## src/rtl/wcap_pkg.sv

```systemverilog
package wcap_pkg;
  localparam int unsigned WCAP_CH_N   = 4;
  localparam int unsigned WCAP_SMP_W  = 24;
  localparam int unsigned WCAP_WORD_W = 32;
  localparam int unsigned WCAP_ADDR_W = 3;
  localparam int unsigned WCAP_RDY_BIT = 17;
  localparam int unsigned WCAP_ADDR_STATUS = 4;
  localparam int unsigned WCAP_ADDR_MASK   = 5;
endpackage

```

## src/rtl/wcap_sample_bank.sv

```systemverilog
module wcap_sample_bank #(
  parameter int unsigned CH_N  = 4,
  parameter int unsigned SMP_W = 24
) (
  input  logic                        clk,
  input  logic                        rst_n,
  input  logic                        load,
  input  logic [CH_N*SMP_W-1:0]       din,
  output logic [CH_N-1:0][SMP_W-1:0]  wave
);
  genvar ch;
  generate
    for (ch = 0; ch < CH_N; ch++) begin : g_lane
      always_ff @(posedge clk or negedge rst_n) begin
        if (!rst_n)
          wave[ch] <= '0;
        else if (load)
          wave[ch] <= din[ch*SMP_W +: SMP_W];
      end
    end
  endgenerate


  lanes_load_chk: assert property (@(posedge clk) disable iff (!rst_n)
    load |=> (wave == $past(din)));

  lanes_hold_chk: assert property (@(posedge clk) disable iff (!rst_n)
    !load |=> $stable(wave));
endmodule

```

## src/rtl/wcap_status.sv

```systemverilog
module wcap_status #(
  parameter int unsigned WORD_W  = 32,
  parameter int unsigned RDY_BIT = 17
) (
  input  logic              clk,
  input  logic              rst_n,
  input  logic              set_evt,
  input  logic              wr_status,
  input  logic              wr_mask,
  input  logic [WORD_W-1:0] wr_data,
  output logic [WORD_W-1:0] status_q,
  output logic [WORD_W-1:0] mask_q,
  output logic              irq_n
);
  logic ready_q;

  always_ff @(posedge clk or negedge rst_n) begin
    if (!rst_n)
      ready_q <= 1'b0;
    else if (set_evt)
      ready_q <= 1'b1;
    else if (wr_status && wr_data[RDY_BIT])
      ready_q <= 1'b0;
  end

  always_ff @(posedge clk or negedge rst_n) begin
    if (!rst_n)
      mask_q <= '0;
    else if (wr_mask)
      mask_q <= wr_data;
  end

  always_comb begin
    status_q = '0;
    status_q[RDY_BIT] = ready_q;
  end

  assign irq_n = ~|(status_q & mask_q);


  rdy_set_chk: assert property (@(posedge clk) disable iff (!rst_n)
    set_evt |=> status_q[RDY_BIT]);

  rdy_clear_chk: assert property (@(posedge clk) disable iff (!rst_n)
    (wr_status && wr_data[RDY_BIT] && !set_evt) |=> !status_q[RDY_BIT]);

  rdy_keep_chk: assert property (@(posedge clk) disable iff (!rst_n)
    (!set_evt && !(wr_status && wr_data[RDY_BIT])) |=> $stable(status_q));

  irq_cause_chk: assert property (@(posedge clk) disable iff (!rst_n)
    !irq_n |-> (status_q[RDY_BIT] && mask_q[RDY_BIT]));

  status_width_chk: assert property (@(posedge clk) disable iff (!rst_n)
    $countones(status_q) <= 1);
endmodule

```

## src/rtl/wcap_readout.sv

```systemverilog
module wcap_readout #(
  parameter int unsigned CH_N        = 4,
  parameter int unsigned SMP_W       = 24,
  parameter int unsigned WORD_W      = 32,
  parameter int unsigned ADDR_W      = 3,
  parameter int unsigned ADDR_STATUS = 4,
  parameter int unsigned ADDR_MASK   = 5
) (
  input  logic                        clk,
  input  logic                        rst_n,
  input  logic                        rd_en,
  input  logic [ADDR_W-1:0]           rd_addr,
  input  logic [CH_N-1:0][SMP_W-1:0]  wave,
  input  logic [WORD_W-1:0]           status_q,
  input  logic [WORD_W-1:0]           mask_q,
  output logic                        rd_valid,
  output logic [WORD_W-1:0]           rd_data
);
  localparam int unsigned EXT_W = WORD_W - SMP_W;

  logic [WORD_W-1:0] sel_word;

  always_comb begin
    sel_word = '0;
    for (int c = 0; c < CH_N; c++) begin
      if (rd_addr == ADDR_W'(c))
        sel_word = {{EXT_W{wave[c][SMP_W-1]}}, wave[c]};
    end
    if (rd_addr == ADDR_W'(ADDR_STATUS))
      sel_word = status_q;
    if (rd_addr == ADDR_W'(ADDR_MASK))
      sel_word = mask_q;
  end

  always_ff @(posedge clk or negedge rst_n) begin
    if (!rst_n) begin
      rd_valid <= 1'b0;
      rd_data  <= '0;
    end else begin
      rd_valid <= rd_en;
      if (rd_en)
        rd_data <= sel_word;
    end
  end


  rd_latency_chk: assert property (@(posedge clk) disable iff (!rst_n)
    rd_en |=> rd_valid);

  rd_idle_chk: assert property (@(posedge clk) disable iff (!rst_n)
    !rd_en |=> !rd_valid);

  rd_sext_chk: assert property (@(posedge clk) disable iff (!rst_n)
    (rd_en && rd_addr < ADDR_W'(CH_N)) |=>
      (rd_data[WORD_W-1:SMP_W] == {EXT_W{rd_data[SMP_W-1]}}));
endmodule

```

## src/rtl/wave_capture.sv

```systemverilog
module wave_capture
  import wcap_pkg::*;
#(
  parameter int unsigned CH_N    = WCAP_CH_N,
  parameter int unsigned SMP_W   = WCAP_SMP_W,
  parameter int unsigned WORD_W  = WCAP_WORD_W,
  parameter int unsigned ADDR_W  = WCAP_ADDR_W,
  parameter int unsigned RDY_BIT = WCAP_RDY_BIT
) (
  input  logic                    clk,
  input  logic                    rst_n,
  input  logic                    smp_valid,
  output logic                    smp_ready,
  input  logic [CH_N*SMP_W-1:0]   smp_data,
  input  logic                    rd_en,
  input  logic [ADDR_W-1:0]       rd_addr,
  output logic                    rd_valid,
  output logic [WORD_W-1:0]       rd_data,
  input  logic                    wr_en,
  input  logic [ADDR_W-1:0]       wr_addr,
  input  logic [WORD_W-1:0]       wr_data,
  output logic                    irq_n
);
  logic                       beat;
  logic                       wr_status;
  logic                       wr_mask;
  logic [CH_N-1:0][SMP_W-1:0] wave;
  logic [WORD_W-1:0]          status_q;
  logic [WORD_W-1:0]          mask_q;

  assign smp_ready = 1'b1;
  assign beat      = smp_valid && smp_ready;
  assign wr_status = wr_en && (wr_addr == ADDR_W'(WCAP_ADDR_STATUS));
  assign wr_mask   = wr_en && (wr_addr == ADDR_W'(WCAP_ADDR_MASK));

  wcap_sample_bank #(.CH_N(CH_N), .SMP_W(SMP_W)) u_bank (
    .clk  (clk),
    .rst_n(rst_n),
    .load (beat),
    .din  (smp_data),
    .wave (wave)
  );

  wcap_status #(.WORD_W(WORD_W), .RDY_BIT(RDY_BIT)) u_status (
    .clk      (clk),
    .rst_n    (rst_n),
    .set_evt  (beat),
    .wr_status(wr_status),
    .wr_mask  (wr_mask),
    .wr_data  (wr_data),
    .status_q (status_q),
    .mask_q   (mask_q),
    .irq_n    (irq_n)
  );

  wcap_readout #(
    .CH_N(CH_N), .SMP_W(SMP_W), .WORD_W(WORD_W), .ADDR_W(ADDR_W),
    .ADDR_STATUS(WCAP_ADDR_STATUS), .ADDR_MASK(WCAP_ADDR_MASK)
  ) u_rd (
    .clk     (clk),
    .rst_n   (rst_n),
    .rd_en   (rd_en),
    .rd_addr (rd_addr),
    .wave    (wave),
    .status_q(status_q),
    .mask_q  (mask_q),
    .rd_valid(rd_valid),
    .rd_data (rd_data)
  );


  rdy_wins_chk: assert property (@(posedge clk) disable iff (!rst_n)
    (beat && wr_status && wr_data[RDY_BIT]) |=> !irq_n || !mask_q[RDY_BIT]);

  irq_mask_chk: assert property (@(posedge clk) disable iff (!rst_n)
    (mask_q == '0) |-> irq_n);
endmodule

```

## config.mk

```make
export PLATFORM = sky130hd
export DESIGN_NAME = wave_capture
export DESIGN_NICKNAME = d
export VERILOG_FILES = /design/src/rtl/wcap_pkg.sv /design/src/rtl/wcap_sample_bank.sv /design/src/rtl/wcap_status.sv /design/src/rtl/wcap_readout.sv /design/src/rtl/wave_capture.sv
export SDC_FILE = /design/constraint.sdc
export NUM_CORES = 1
export LEC_CHECK = 0
export BUFFER_PORTS_ARGS = -buffer_cell sky130_fd_sc_hd__buf_4
export CORE_AREA = 2 2 119 121
export DETAILED_ROUTE_END_ITERATION = 6
export DIE_AREA = 0 0 121 123
export GPL_ROUTABILITY_DRIVEN = 0
export PLACE_DENSITY = 0.76
export SYNTH_ARGS = -nofsm -noshare
export SYNTH_HDL_FRONTEND = slang
export SYNTH_SLANG_ARGS = --single-unit
```

## constraint.sdc

```tcl
create_clock -name clk -period 1.55 [get_ports clk]
set_clock_uncertainty 0.1 [all_clocks]
set_input_delay 0.2325 -clock clk [delete_from_list [all_inputs] [get_ports clk]]
set_output_delay 0.2325 -clock clk [all_outputs]
set_load 0.01 [all_outputs]
```

After elaboration in Yosys (flattened, before gate mapping)
Index checks and enable logic that the tools add are counted.
Word-level totals
  input port bits: 139
  output and inout bits: 35
  register bits after elaboration: 162
  word-level logic and storage cells: 31
Cells by class
  reduce and logical (&&, ||, !) cells: 7
  equal/unequal tests: 7
  bitwise logic cells: 1
  multiplexer cells: 8
Operator list (count)
  $mux 32: 6
  $and 18x32->32: 1
  $reduce_or 32->1: 1
  $eq 3x3->1 const B: 4
  $eq 3x2->1 const B: 2
  $eq 3x1->1 const B: 1
  $logic_and 1x1->1: 3
  $logic_not 3->1: 1
  $mux 1: 2
  $reduce_bool 2->1: 1
  $logic_not 1->1: 1

Depth between registers and ports, before layout
  word-level depth: 7
  mapped depth: 6
  depth with buffers taken out: 4

Modules after synthesis
Synthesis repeated with hierarchy kept, for this count alone.
Second synthesis, totals
  cell total of the unflattened synthesis: 574
  area, all modules: 7926.4 sq um
Modules (own cells, without submodules)
  wcap_sample_bank: area each 3764.9 sq um, seq. area each 2402.3 sq um, cells each 203, times used 1
  wcap_readout: area each 2497.4 sq um, seq. area each 825.8 sq um, cells each 262, times used 1
  wcap_status: area each 1629.1 sq um, seq. area each 825.8 sq um, cells each 105, times used 1
  wave_capture: area each 35.0 sq um, seq. area each 0.0 sq um, cells each 4, times used 1

Least setup slack after synthesis
No wires, ideal clock.
  kind: input to register
  start: input port rd_addr[0]
  end: register u_rd.rd_data[31]
  required time: 1.308 ns
  slack: 0.201 ns
  library setup time: 0.142 ns
  stages on the path: 4
  path buffers: 1
  arrival: 1.108 ns
  cells stage by stage: buf_2 -> mux4_2 -> nand2_2 -> a31oi_1
On the way
  longest elaborated chain between the ends: 7
  elaborated cells between the ends (all ways): 12
  those cells by class: eq/ne (5); mux (6); reduce/logical (1)
Ends and longest elaborated chain
  from (decl): line wave_capture.sv:16  | input logic [ADDR_W-1:0] rd_addr,
  $logic_not 3->1: line wcap_readout.sv:26  | if (rd_addr == ADDR_W'(c))
  $mux 32 (4 in series): line wcap_readout.sv:26
  $mux 32: line wcap_readout.sv:29  | if (rd_addr == ADDR_W'(ADDR_STATUS))
  $mux 32 (*): line wcap_readout.sv:31  | if (rd_addr == ADDR_W'(ADDR_MASK))
  to (signal assigned): line wcap_readout.sv:42  | rd_data <= sel_word;
  to (decl): line wcap_readout.sv:17  | output logic [WORD_W-1:0] rd_data
Every way passes the cells marked *; elsewhere a longest branch is shown, timed or not.
A chain may end at the register's enable or synchronous reset.

Worst setup path after layout
  start: register u_bank.wave[95] (netlist name)
  end: register u_rd.rd_data[28]
On the way
  longest elaborated chain between the ends: 3
Ends and longest elaborated chain
  from (decl): line wcap_sample_bank.sv:9  | output logic [CH_N-1:0][SMP_W-1:0] wave
  from (signal, indexed assignment): line wcap_sample_bank.sv:18  | wave[ch] <= din[ch*SMP_W +: SMP_W];
  $mux 32: line wcap_readout.sv:26
  $mux 32: line wcap_readout.sv:29
  $mux 32: line wcap_readout.sv:31
No other way between the ends.

==> flow_summary.ini <==
[timing]
hold_slack_ps = 13.4
slew_viol_final = 0
finalSetupViolCount = 0
fin_tns_setup_ps = 0
fin_crit_ps = 1420
post-route-period-util_pct = 91.7
max_freq_mhz = 704
setup_slack_ps = 129
hold_viol_final = 0
rsz0062_at_grt = no

[synthesis]
yosys-top-cells-area = dfrtp_1 (57%), mux2_2 (24%), mux2i_1 (3.1%)
yosys.area.top_type_share_pct = 57.4
yosysWarningCount = 0
synth_nets = 672
synth_cells = 533
synth_area_leader_cell = dfrtp_1
yosysSeqAreaShare_pct = 57.4
syn_area_per_cell_um2 = 13.2
synthDistinctLibCells = 22
netlist_area_mm2 = 0.00706
ys_ff_latch = 162

[global_routing]
grt_pass1_vias = 6061
antenna_found_initial = 0
grt_first_pass_wirelength_um = 31700
grt_overflow = 0
grt_max_degree = 50
grt_usage_pct = 28.6

[drt]
drt_wl_total_um = 20500
antenna_left = 0
drc = 0
vias = 5453
drt_iter0_markers = 239
drtPass1Iterations = 5
avgRoutedWirePerCell_um = 20.1
vias_per_cell = 5.34

[critical_path]
crit_type = flop to flop
cp.arrival_ps = 1600
r2r-start = u_bank.wave[95]
crit_path_end_kind = flop
cp-start-kind = flop
cp_max_fo = 9
crit_required_ps = 1730
r2r_setup_slack_ps = 130
critical_path.startpoint = u_bank.wave[95]

[finish]
layout_common_cells = buf_4 (176), dfrtp_1 (162), mux2_2 (152)
instances_no_fill = 1021
fin_util_pct = 77.4
area.growth.synth_to_final_pct = 49.2
diodes = 0
postLayoutCellArea_mm2 = 0.0105
final_common_cell = buf_4
nNetsFinal = 967
drive_gt1_share_pct = 44.4

[place]
dp.cells = 860
pre_cts_ws_ps = -45.2
port-buffer-count = 172
place_area_mm2 = 0.00861
dp_hpwl_um = 12800

[min_path]
hp-start = rd_en
hp-class = primary input to flop

[power]
leakagePower_nw = 4.74
p_seq_share_pct = 44.0
power_density_mw_per_mm2 = 1100
ir_drop_uv = 710
power_mw = 11.6
switching_share_pct = 24.2
p_sw_mw = 2.82
combPwrFrac_pct = 17.6
internal_power_mw = 8.82
clkPwrFrac_pct = 38.4

[die]
core_mm2 = 0.0136
die_height_um = 123
boundaryPins = 174
fp.dieW_um = 121
start_util_pct = 51.9
rows = 43
dieArea_mm2 = 0.0149

[clock_network]
clk_pin_slew_ps = 60
clockBufferDepth = 2
cts_tree = done
cts_made_buffers = 17
cts_setup_buffers = 0
clk_latency_ps = 420
cts_sinks = 162
htree_levels = 4
cts_root_buf = clkbuf_16

[flow_run]
maxCapViolations = 0

[run_status]
status = complete, no violations
path summary, 6_finish.rpt:
kind | endpoint | cells past startpoint
worst max register to register | u_rd.rd_data[28] | 3
worst max-delay path | u_rd.rd_data[28] | 3
max in group asynchronous | u_status.mask_q[4] | 3
min in group asynchronous | u_bank.wave[44] | 2
worst min-delay path | u_rd.rd_valid | 1
worst min register to register | u_bank.wave[57] | 1
layer usage:
layer	vias up	track usage, %	wire, um
li1	2504	-	-
met1	2711	31.2	7550
met2	193	51.9	11100
met3	45	6.83	1080
met4	0	14.2	837
met5	-	0	0
critical path: stages, from the launching register on:
cell	delay, ps
dfrtp_1	380
mux4_2	500
nand2_2	190
a31oi_1	120
sequential cells by signal, indices dropped and copies added (netlist names):
| signal | flops |
|---|---|
| u_bank.wave | 96 |
| u_rd.rd_data | 32 |
| u_status.mask_q | 32 |
| u_rd.rd_valid | 1 |
| u_status.ready_q | 1 |
Yosys cell counts, drive strengths merged:
library cell    n
inv             1
mux2i          22
mux2          152
mux4            1
nor2           33
a21o            1
nand3b          2
and3b           1
nand2          36
clkbuf         10
nor2b           1
conb            1
o21ai           2
dfrtp         162
a31oi          32
a21oi          23
buf            31
a211o          22
area by class of cell:
cell class                 count  area, um^2
inverter                       1        3.75
timing repair buffer         317        2840
multi-input combinational    329        2780
tap                          180         225
clock inverter                 9         153
clock buffer                  23         478
fill                         790        3080
sequential                   162        4050
cell families after synthesis:
group,count (synthesis),share of synthesized area [%]
AOI/OAI and AO/OA,80,7.44
buffers and inverters,42,3.26
DFF,162,57.4
muxes,175,27.7
other,1,0.0531
and+or+nand+nor,73,4.13
power groups by stage:
stage | registers, mW | logic [mW] | clock network, mW
floorplan | 5.09 | 0.927 | 0
global placement | 5.13 | 1.72 | 0
detailed placement | 5.16 | 1.77 | 0
CTS | 5.09 | 2.04 | 4.50
global route | 5.16 | 2.20 | 4.70
finish | 5.11 | 2.05 | 4.47
what timing repair did:
action | in CTS | in global routing
gates resized for setup | 0 | 0
hold endpoints to repair | 290 | 0
hold buffers | 129 | 0
Power figures use the tool's default switching activity.
